[src/rtl/spi_fram_pkg.sv]
package spi_fram_pkg;
  localparam logic [7:0] OP_WEL_SET = 8'h06;
  localparam logic [7:0] OP_WEL_CLR = 8'h04;
  localparam logic [7:0] OP_STATUS  = 8'h05;
  localparam logic [7:0] OP_WRITE   = 8'h02;
  localparam logic [7:0] OP_READ    = 8'h03;
  localparam logic [7:0] OP_SLEEP   = 8'hB9;
  localparam int FRAME_BYTES = 5;
  localparam int ADDR_W      = 20;
  localparam int WEL_BIT     = 1;
endpackage

[src/rtl/spi_fram_sync.sv]
module spi_fram_sync #(
  parameter int          W       = 3,
  parameter logic [W-1:0] RST_VAL = '0
) (
  input  logic         clk_i,
  input  logic         rst_ni,
  input  logic [W-1:0] in_i,
  output logic [W-1:0] sync_o,
  output logic [W-1:0] prev_o
);
  for (genvar i = 0; i < W; i++) begin : g_bit
    logic meta_q, sync_q, prev_q;
    always_ff @(posedge clk_i or negedge rst_ni) begin
      if (!rst_ni) begin
        meta_q <= RST_VAL[i];
        sync_q <= RST_VAL[i];
        prev_q <= RST_VAL[i];
      end else begin
        meta_q <= in_i[i];
        sync_q <= meta_q;
        prev_q <= sync_q;
      end
    end
    assign sync_o[i] = sync_q;
    assign prev_o[i] = prev_q;
  end
endmodule

[src/rtl/spi_fram_mem.sv]
module spi_fram_mem #(
  parameter int DEPTH = 64,
  localparam int IDX_W = $clog2(DEPTH)
) (
  input  logic             clk_i,
  input  logic             rst_ni,
  input  logic             we_i,
  input  logic [IDX_W-1:0] waddr_i,
  input  logic [7:0]       wdata_i,
  input  logic [IDX_W-1:0] raddr_i,
  output logic [7:0]       rdata_o
);
  logic [DEPTH-1:0][7:0] mem_q;

  always_ff @(posedge clk_i or negedge rst_ni) begin
    if (!rst_ni) begin
      mem_q <= '0;
    end else if (we_i) begin
      mem_q[waddr_i] <= wdata_i;
    end
  end

  assign rdata_o = mem_q[raddr_i];

  // a location changes only through an asserted write strobe
  assert_mem_hold_R5: assert property (@(posedge clk_i) disable iff (!rst_ni)
    !we_i |=> $stable(mem_q));
endmodule

[src/rtl/spi_fram_emu.sv]
module spi_fram_emu
  import spi_fram_pkg::*;
#(
  parameter int MEM_DEPTH = 64,
  localparam int IDX_W  = $clog2(MEM_DEPTH),
  localparam int BYTE_W = $clog2(FRAME_BYTES + 1)
) (
  input  logic clk_i,
  input  logic rst_ni,
  input  logic sck_i,
  input  logic cs_ni,
  input  logic mosi_i,
  output logic miso_o
);
  logic [2:0] pin_s, pin_p;
  logic sck_s, sck_p, cs_s, cs_p, mosi_s;
  logic sck_rise, sck_fall, cs_fall, byte_done, active;
  logic [2:0]        bit_cnt;
  logic [BYTE_W-1:0] byte_cnt;
  logic [6:0]        rx_sh;
  logic [7:0]        rx_byte, tx_sh, status, mem_rdata, opc_q;
  logic [ADDR_W-1:0] addr_q, addr_next;
  logic wel_q, hib_q, skip_q, miso_q, mem_we;

  spi_fram_sync #(.W(3), .RST_VAL(3'b010)) u_sync (
    .clk_i (clk_i),
    .rst_ni(rst_ni),
    .in_i  ({mosi_i, cs_ni, sck_i}),
    .sync_o(pin_s),
    .prev_o(pin_p)
  );

  assign sck_s  = pin_s[0];
  assign sck_p  = pin_p[0];
  assign cs_s   = pin_s[1];
  assign cs_p   = pin_p[1];
  assign mosi_s = pin_s[2];

  assign sck_rise  = sck_s & ~sck_p & ~cs_s;
  assign sck_fall  = ~sck_s & sck_p & ~cs_s;
  assign cs_fall   = ~cs_s & cs_p;
  assign byte_done = sck_rise && (bit_cnt == 3'd7);
  assign rx_byte   = {rx_sh, mosi_s};
  assign active    = ~hib_q & ~skip_q & (byte_cnt < BYTE_W'(FRAME_BYTES));
  assign addr_next = {addr_q[ADDR_W-9:0], rx_byte};
  assign status    = 8'(wel_q) << WEL_BIT;
  assign mem_we    = byte_done && active && (byte_cnt == BYTE_W'(4)) &&
                     (opc_q == OP_WRITE) && wel_q;

  spi_fram_mem #(.DEPTH(MEM_DEPTH)) u_mem (
    .clk_i  (clk_i),
    .rst_ni (rst_ni),
    .we_i   (mem_we),
    .waddr_i(addr_q[IDX_W-1:0]),
    .wdata_i(rx_byte),
    .raddr_i(addr_next[IDX_W-1:0]),
    .rdata_o(mem_rdata)
  );

  // Frame counters: cleared whenever select is high
  always_ff @(posedge clk_i or negedge rst_ni) begin
    if (!rst_ni) begin
      bit_cnt  <= '0;
      byte_cnt <= '0;
      rx_sh    <= '0;
    end else if (cs_s) begin
      bit_cnt  <= '0;
      byte_cnt <= '0;
      rx_sh    <= '0;
    end else if (sck_rise) begin
      rx_sh   <= {rx_sh[5:0], mosi_s};
      bit_cnt <= bit_cnt + 3'd1;
      if (byte_done && byte_cnt < BYTE_W'(FRAME_BYTES)) byte_cnt <= byte_cnt + 1'b1;
    end
  end

  // Command decode
  always_ff @(posedge clk_i or negedge rst_ni) begin
    if (!rst_ni) begin
      wel_q  <= 1'b0;
      hib_q  <= 1'b0;
      skip_q <= 1'b0;
      opc_q  <= '0;
      addr_q <= '0;
    end else if (cs_fall) begin
      skip_q <= hib_q;  // wake-up frame is swallowed
      hib_q  <= 1'b0;
    end else if (byte_done && active) begin
      if (byte_cnt == '0) begin
        opc_q <= rx_byte;
        case (rx_byte)
          OP_WEL_SET: wel_q <= 1'b1;
          OP_WEL_CLR: wel_q <= 1'b0;
          OP_SLEEP:   hib_q <= 1'b1;
          default: ;
        endcase
      end else if (byte_cnt <= BYTE_W'(3)) begin
        addr_q <= addr_next;
      end
    end
  end

  // MISO: load at byte boundary, shift on falling SCK
  always_ff @(posedge clk_i or negedge rst_ni) begin
    if (!rst_ni) begin
      tx_sh  <= '0;
      miso_q <= 1'b0;
    end else if (cs_s) begin
      tx_sh  <= '0;
      miso_q <= 1'b0;
    end else if (byte_done && active && byte_cnt == '0 && rx_byte == OP_STATUS) begin
      tx_sh <= status;
    end else if (byte_done && active && byte_cnt == BYTE_W'(3) && opc_q == OP_READ) begin
      tx_sh <= mem_rdata;
    end else if (sck_fall) begin
      miso_q <= tx_sh[7];
      tx_sh  <= {tx_sh[6:0], 1'b0};
    end
  end

  assign miso_o = miso_q;

  assert_miso_quiet_R10: assert property (@(posedge clk_i) disable iff (!rst_ni)
    cs_s |=> !miso_o);
  assert_counters_clear_R7: assert property (@(posedge clk_i) disable iff (!rst_ni)
    cs_s |=> (bit_cnt == '0 && byte_cnt == '0));
  assert_wel_only_on_byte_R2: assert property (@(posedge clk_i) disable iff (!rst_ni)
    !byte_done |=> $stable(wel_q));
  assert_wake_on_select_R8: assert property (@(posedge clk_i) disable iff (!rst_ni)
    $fell(hib_q) |-> $past(cs_fall));
  assert_miso_on_fall_R10: assert property (@(posedge clk_i) disable iff (!rst_ni)
    (!sck_fall && !cs_s) |=> $stable(miso_o));
endmodule

[config.mk]
export PLATFORM = sky130hd
export DESIGN_NAME = spi_fram_emu
export DESIGN_NICKNAME = d
export VERILOG_FILES = /design/src/rtl/spi_fram_pkg.sv /design/src/rtl/spi_fram_sync.sv /design/src/rtl/spi_fram_mem.sv /design/src/rtl/spi_fram_emu.sv
export SDC_FILE = /design/constraint.sdc
export NUM_CORES = 1
export LEC_CHECK = 0
export BUFFER_PORTS_ARGS = -buffer_cell sky130_fd_sc_hd__buf_2
export CORE_AREA = 5 5 233 235
export CTS_BUF_LIST = sky130_fd_sc_hd__clkbuf_8
export CTS_CLUSTER_SIZE = 16
export DETAILED_ROUTE_END_ITERATION = 6
export DIE_AREA = 0 0 238 240
export PLACE_DENSITY = 0.63
export SLEW_MARGIN = 20
export SYNTH_ARGS = -nofsm -noshare
export SYNTH_HDL_FRONTEND = slang
export SYNTH_SLANG_ARGS = --single-unit
export TNS_END_PERCENT = 1
[constraint.sdc]
create_clock -name clk_i -period 2.8 [get_ports clk_i]
set_input_delay 0.56 -clock clk_i [delete_from_list [all_inputs] [get_ports clk_i]]
set_output_delay 0.56 -clock clk_i [all_outputs]
set_load 0.01 [all_outputs]
# == Word level (Yosys, flattened, before mapping) ==
# Cells that the tools add are included.
# word_totals
register_bits,559
input_bits,5
output_inout_bits,1
wordCells,165
# op_classes
add_sub_neg,2
order_cmp,5
eq_ne,11
muxes,25
bitwise_logic,14
reduce_logical,26
# op_table
cell,n
bitwise mux 512 bit,1
binary-select mux 8 bit (select 6 bit),1
demux 8 bit (select 6 bit),1
2-to-1 mux 8 bit,6
"== test 8 x 3 -> 1 bit, second input constant",3
"== test 8 x 2 -> 1 bit, second input constant",2
2-to-1 mux 3 bit,5
"less-than comparator 6 x 7 -> 1 bit, second input constant",2
2-to-1 mux 7 bit,2
nonzero test 2 bit,7
logical AND 1 bit,11
AND reduction 3 bit,3
"== test 8 bit, second input constant",1
2-to-1 mux 1 bit,8
AND reduction 4 bit,2
AND 1 bit,7
inverter 1 bit,7
"adder 3 x 1 -> 3 bit, second input constant",2
"== test 3 bit, second input constant",2
"greater-or-equal comparator 6 x 1 -> 1 bit, second input constant",1
"!= test 2 x 1 -> 1 bit, second input constant",2
nonzero test 4 bit,1
"== test 3 x 2 -> 1 bit, second input constant",1
"<= comparator 3 x 2 -> 1 bit, second input constant",1
other kinds (4),4

# == Longest topological paths before layout ==
# logic_depth
ltp_word,10
mapped_depth,10
ltp_nobuf,7

# == Hierarchy ==
# Synthesis repeated with hierarchy kept, for this count alone.
# unflattened
cells_unflattened,1692
area_unflattened_um2,25792.2
# modules_own_cells
mod,instances,cells_per_inst,area_per_inst_um2,seq_area_each_um2
spi_fram_mem,1,1499,23616.4,12812.3
spi_fram_emu,1,178,1901.8,975.9
spi_fram_sync,1,15,274.0,229.0

# == Worst setup path after synthesis ==
# No wires, ideal clock.
# synth_timing
path_kind,register to register
from,reg byte_cnt[0]
to,reg u_mem.mem_q[192] in the netlist's numbering
arrival_time_ns,2.230
required_time_ns,2.675
path_slack_ns,0.445
path_stages_with_launch,9
path_buffers,1
period_less_slack_ns,2.355
cell_sequence,dfrtp_1 inv_1 ha_1 nand4b_1 or3_1 buf_6 nor4_4 nand2_2 mux2_2
# synth_via
elab_chain_cells,6
elab_cells_between_ends,7
# synth_rtl
item,line_no,source
"start, declared",spi_fram_emu.sv:19,logic [BYTE_W-1:0] byte_cnt;
"start signal, assigned",spi_fram_emu.sv:73,if (byte_done && byte_cnt < BYTE_W'(FRAME_BYTES)) byte_cnt <= byte_cnt + 1'b1;
less-than comparator 3 bit,spi_fram_emu.sv:44,assign active = ~hib_q & ~skip_q & (byte_cnt < BYTE_W'(FRAME_BYTES));
AND 1 bit,spi_fram_emu.sv:44,
logical AND 1 bit,spi_fram_emu.sv:47,assign mem_we = byte_done && active && (byte_cnt == BYTE_W'(4)) &&
logical AND 1 bit (*) (2 in series),spi_fram_emu.sv:47,
logical AND 1 bit (*),spi_fram_emu.sv:48,(opc_q == OP_WRITE) && wel_q;
"end signal, assigned by index",spi_fram_mem.sv:19,mem_q[waddr_i] <= wdata_i;
"end, declared",spi_fram_mem.sv:13,logic [DEPTH-1:0][7:0] mem_q;
# Mark *: on every way between the ends. The rest lies on a longest branch, timed or not.
# A chain may end at the register's enable or synchronous reset.

# == Worst setup path in the final report ==
# layout_timing
from,reg rx_sh[0]
to,reg tx_sh[0]
# layout_via
elab_chain_cells,5
elab_cells_between_ends,8
# layout_rtl
item,line_no,source
"start, declared",spi_fram_emu.sv:20,logic [6:0] rx_sh;
"start signal, assigned",spi_fram_emu.sv:71,"rx_sh <= {rx_sh[5:0], mosi_s};"
binary-select mux 8 bit (select 6 bit),spi_fram_mem.sv:23,assign rdata_o = mem_q[raddr_i];
2-to-1 mux 8 bit (not written as such),spi_fram_mem.sv:23,
2-to-1 mux 8 bit,spi_fram_emu.sv:113,end else if (byte_done && active && byte_cnt == BYTE_W'(3) && opc_q == OP_READ) begin
2-to-1 mux 8 bit,spi_fram_emu.sv:111,end else if (byte_done && active && byte_cnt == '0 && rx_byte == OP_STATUS) begin
2-to-1 mux 8 bit,spi_fram_emu.sv:108,end else if (cs_s) begin
"end signal, assigned",spi_fram_emu.sv:112,tx_sh <= status;
"end signal, assigned",spi_fram_emu.sv:114,tx_sh <= mem_rdata;
"end signal, assigned",spi_fram_emu.sv:117,"tx_sh <= {tx_sh[6:0], 1'b0};"
"end, declared",spi_fram_emu.sv:21,"logic [7:0] rx_byte, tx_sh, status, mem_rdata, opc_q;"
# Parallel ways exist; a longest one is shown, timed or not. The select of a mux whose other input is x is not followed.

==> impl_metrics.csv <==
group,metric,value,unit
sta,setup_violations,0,
logic_synthesis,synth_flop_cell,"dfrtp_1",
logic_synthesis,yosys.cell_types.count,57,
floorplanning,core,52000,sq um
sta,timing.fmax,0.377,GHz
power_and_ir_drop,swShare,23.3,%
cells_and_area,final_cells,2600,
logic_synthesis,synth.largest_area_cell,"dfrtp_1",
sta,grt_setup_unrepaired,"no",
sta,min_period,2.65,ns
logic_synthesis,synth_fa_ha_area_share,0.244,%
setup_path,ff2ff_path_depth,6,
floorplanning,fp.dieW,238,um
clocking,cts_max_level,3,
detailed_routing,routedWlPerCell,24.0,um
logic_synthesis,synth_enable_flop_cells,0,
setup_path,worstPathMaxFanout,14,
global_routing,grt_pass1_vias,16594,
global_routing,grt-ovfl-total,0,
floorplanning,row_count,84,
floorplanning,dieArea,57100,sq um
clocking,insertion_delay,0.68,ns
logic_synthesis,ys_seq_area_share,54.7,%
detailed_routing,drt-initial-drc-count,944,
logic_synthesis,yosys_warnings,0,
setup_path,worstPathArrival,3.16,ns
sta,finalMaxSlewViolations,0,
logic_synthesis,yosysMostFrequentCell,"dfrtp_1",
placement,dp_hpwl,41300,um
global_routing,grt_max_degree,74,
setup_path,end_kind,"register",
detailed_routing,viasPerCell,5.88,
logic_synthesis,async_flop_share,100,%
power_and_ir_drop,p_switching,3.65,mW
min_path,hp-class,"reg -> reg",
setup_path,critPathLaunch,"rx_sh[0]$_DFFE_PN0P_",
cells_and_area,nNetsFinal,1849,
placement,dp_worst_setup_slack,-0.0913,ns
setup_path,crit_path_start_kind,"register",
logic_synthesis,synthesis.area,25600,sq um
placement,numPlacedInstances,2425,
logic_synthesis,synth_compound_area_share,2.83,%
global_routing,antenna_found_initial,1,
logic_synthesis,synth_xor_area_share,0.0684,%
logic_synthesis,synth_top_family_by_area,"multiplexers",
placement,gp_congestion,0.838,
clocking,cts_num_sinks,559,
logic_synthesis,synth.area.mux_share,34.9,%
logic_synthesis,synth_fp_nets,1757,
setup_path,r2r_slack,0.15,ns
outcome,status,"finished clean",
sta,max_slew_margin,40.0,%
clocking,cts_buffers,96,
cells_and_area,drive_gt1_share,50.7,%
flow_run,max_cap_viol_count,0,
logic_synthesis,syn_area_per_cell,14.7,sq um
setup_path,crit_type,"reg -> reg",
clocking,cts_buffer_depth,3,
power_and_ir_drop,cellInternalPower,12.0,mW
cells_and_area,syn_to_final_growth,13.4,%
setup_path,reg2reg_to,"tx_sh[0]$_DFFE_PN0P_",
setup_path,crit_end,"tx_sh[0]$_DFFE_PN0P_",
clocking,cts-root-buf,"clkbuf_8",
power_and_ir_drop,p_per_area,541,nW/um^2
logic_synthesis,synth_area_leaders,"dfrtp_1 (54%), mux2_2 (23%), mux4_2 (8.7%)",
detailed_routing,detail-route-antenna-nets,0,
placement,port_buffers,5,
power_and_ir_drop,p_leak,14.0,nW
sta,fin_skew,0.0332,ns
power_and_ir_drop,pwr-share-seq,51.7,%
clocking,cts_setup_buffers,0,
floorplanning,initial_core_util,49.2,%
detailed_routing,drc_errors,0,
power_and_ir_drop,combinationalPowerShare,3.3,%
detailed_routing,via_count,15275,
logic_synthesis,synthSimpleGateAreaFrac,5.17,%
power_and_ir_drop,p_clk_share,45.0,%
sta,final-hold-violation-count,0,
logic_synthesis,ys_seq_elements,559,
floorplanning,dieHeight,240,um
global_routing,track_usage,22.5,%
setup_path,worst_ep_required_time,3.31,ns
sta,setup_ws,0.147,ns
logic_synthesis,synth_top_area_share,54.4,%
sta,tightest_slew,0.900,ns
setup_path,crit-reg2reg-launch,"rx_sh[0]$_DFFE_PN0P_",
sta,tns,0,ns
detailed_routing,wl,62500,um
clocking,cts_tree,"done",
sta,min_period_over_period,94.7,%
logic_synthesis,yosys-top-cells-count,"dfrtp_1 (556), mux2_2 (529), mux4_2 (99)",
logic_synthesis,netlist_instances,1747,
floorplanning,io_pins,6,
clocking,clk_pin_slew,0.06,ns
detailed_routing,dr.pass1.iters,5,
cells_and_area,final_util,55.8,%
power_and_ir_drop,ir_drop,0.282,mV
global_routing,grt_pass1_wl,100000,um
## layout by cell type, fill, tap and decap left out, types with 4 or more instances in the layout
cell type | synthesis | layout
dfrtp_1 | 556 | 548
mux2_2 | 529 | 529
clkbuf_8 | 0 | 118
mux4_2 | 99 | 99
buf_4 | 3 | 94
nand2_2 | 64 | 64
mux2i_1 | 61 | 61
nand2_1 | 46 | 46
inv_1 | 3 | 44
nor2_1 | 31 | 31
o22ai_1 | 22 | 22
buf_12 | 0 | 22
nand3_1 | 20 | 20
a21oi_1 | 19 | 19
nor3_1 | 19 | 18
o21ai_0 | 17 | 17
a22oi_1 | 17 | 17
mux2_1 | 11 | 11
nor2b_1 | 11 | 10
o211ai_1 | 6 | 6
nor3b_1 | 5 | 5
a211oi_1 | 5 | 5
ha_1 | 5 | 5
dfrtp_4 | 0 | 5
nor4_1 | 4 | 4
nand3b_1 | 4 | 4
and3_1 | 4 | 4
a311oi_1 | 4 | 4
dlygate4sd3_1 | 0 | 4
buf_2 | 29 | 4
## repair_timing
| item | 4_1_cts | 5_1_grt |
|---|---|---|
| hold endpoints to repair | 47 | 0 |
| gates resized for setup | 1 | 2 |
| endpoints found under the setup margin | 2 | 144 |
| hold buffers | 4 | 0 |
## power by group through the flow
| stage | Combinational (mW) | Sequential (mW) | Clock, mW |
|---|---|---|---|
| after CTS | 0.532 | 8.12 | 7.27 |
| after detailed placement | 0.527 | 8.26 | 0 |
| after global routing | 0.577 | 8.11 | 7.65 |
| final | 0.515 | 8.12 | 7.07 |
| after floorplan | 0.208 | 8.24 | 0 |
| after global placement | 0.520 | 8.26 | 0 |
## worst min path at each step
stage | start | endpoint | cells past startpoint
floorplan | rst_ni | addr_q[0]$_DFFE_PN0P_ | 0
global placement | u_sync.g_bit[2].meta_q$_DFF_PN0_ | u_sync.g_bit[2].sync_q$_DFF_PN0_ | 0
detailed placement | u_sync.g_bit[2].meta_q$_DFF_PN0_ | u_sync.g_bit[2].sync_q$_DFF_PN0_ | 0
CTS | u_sync.g_bit[2].meta_q$_DFF_PN0_ | u_sync.g_bit[2].sync_q$_DFF_PN0_ | 0
global route | u_sync.g_bit[2].meta_q$_DFF_PN0_ | u_sync.g_bit[2].sync_q$_DFF_PN0_ | 0
finish | u_sync.g_bit[2].meta_q$_DFF_PN0_ | u_sync.g_bit[2].sync_q$_DFF_PN0_ | 0
## cell type report
class                           count  area, sq um
Tap cell                          688          861
Fill cell                        4219        23000
Clock buffer                      118         1620
Multi-Input combinational cell   1054        11100
Antenna cell                        3         7.51
Clock inverter                     50          220
Sequential cell                   559        14000
Inverter                            3         11.3
Timing Repair Buffer              125         1220
## cells by family (layout without fill, tap and decap cells)
family,Yosys count,count (layout)
buffers and inverters,134,296
other,0,3
and+or+nand+nor,237,237
DFF,559,559
adders and majority gates,5,5
AOI/OAI and AO/OA,110,110
muxes,700,700
xor gates and xnor gates,2,2
## worst max-delay path, stage by stage (launching register included)
cell,delay (ns)
dfrtp_4,0.64
buf_4,0.33
mux4_2,0.52
o21ai_0,0.16
nor3_1,0.07
o311ai_0,0.58
o211ai_1,0.16
## per-layer routing
| layer | track usage [%] | vias up | routed length (um) |
|---|---|---|---|
| li1 | - | 6669 | - |
| met1 | 32.9 | 8217 | 29200 |
| met2 | 35.2 | 296 | 29600 |
| met3 | 3.68 | 93 | 2280 |
| met4 | 7.13 | 0 | 1450 |
| met5 | 0 | - | 0 |
## state kept, by name, summed over array words and instances, names as in the netlist, 2 cells and up
name and flops:
rx_sh 7, u_sync.g_bit.prev_q 2, u_mem.mem_q 512, tx_sh 8, bit_cnt 3, opc_q 8
addr_q 6, u_sync.g_bit.sync_q 3, byte_cnt 3, u_sync.g_bit.meta_q 3
## stage by stage
step           hold slack (ns)  total power [mW]  area [sq um]
2_1_floorplan            0.264              8.45         25600
3_5_place_dp             0.345              8.79         27100
4_1_cts                  0.361              15.9         29000
5_1_grt                  0.360              16.3         29000
6_report                 0.352              15.7         29000
3_3_place_gp             0.337              8.78         27100
(Power assumes the default switching activity.)
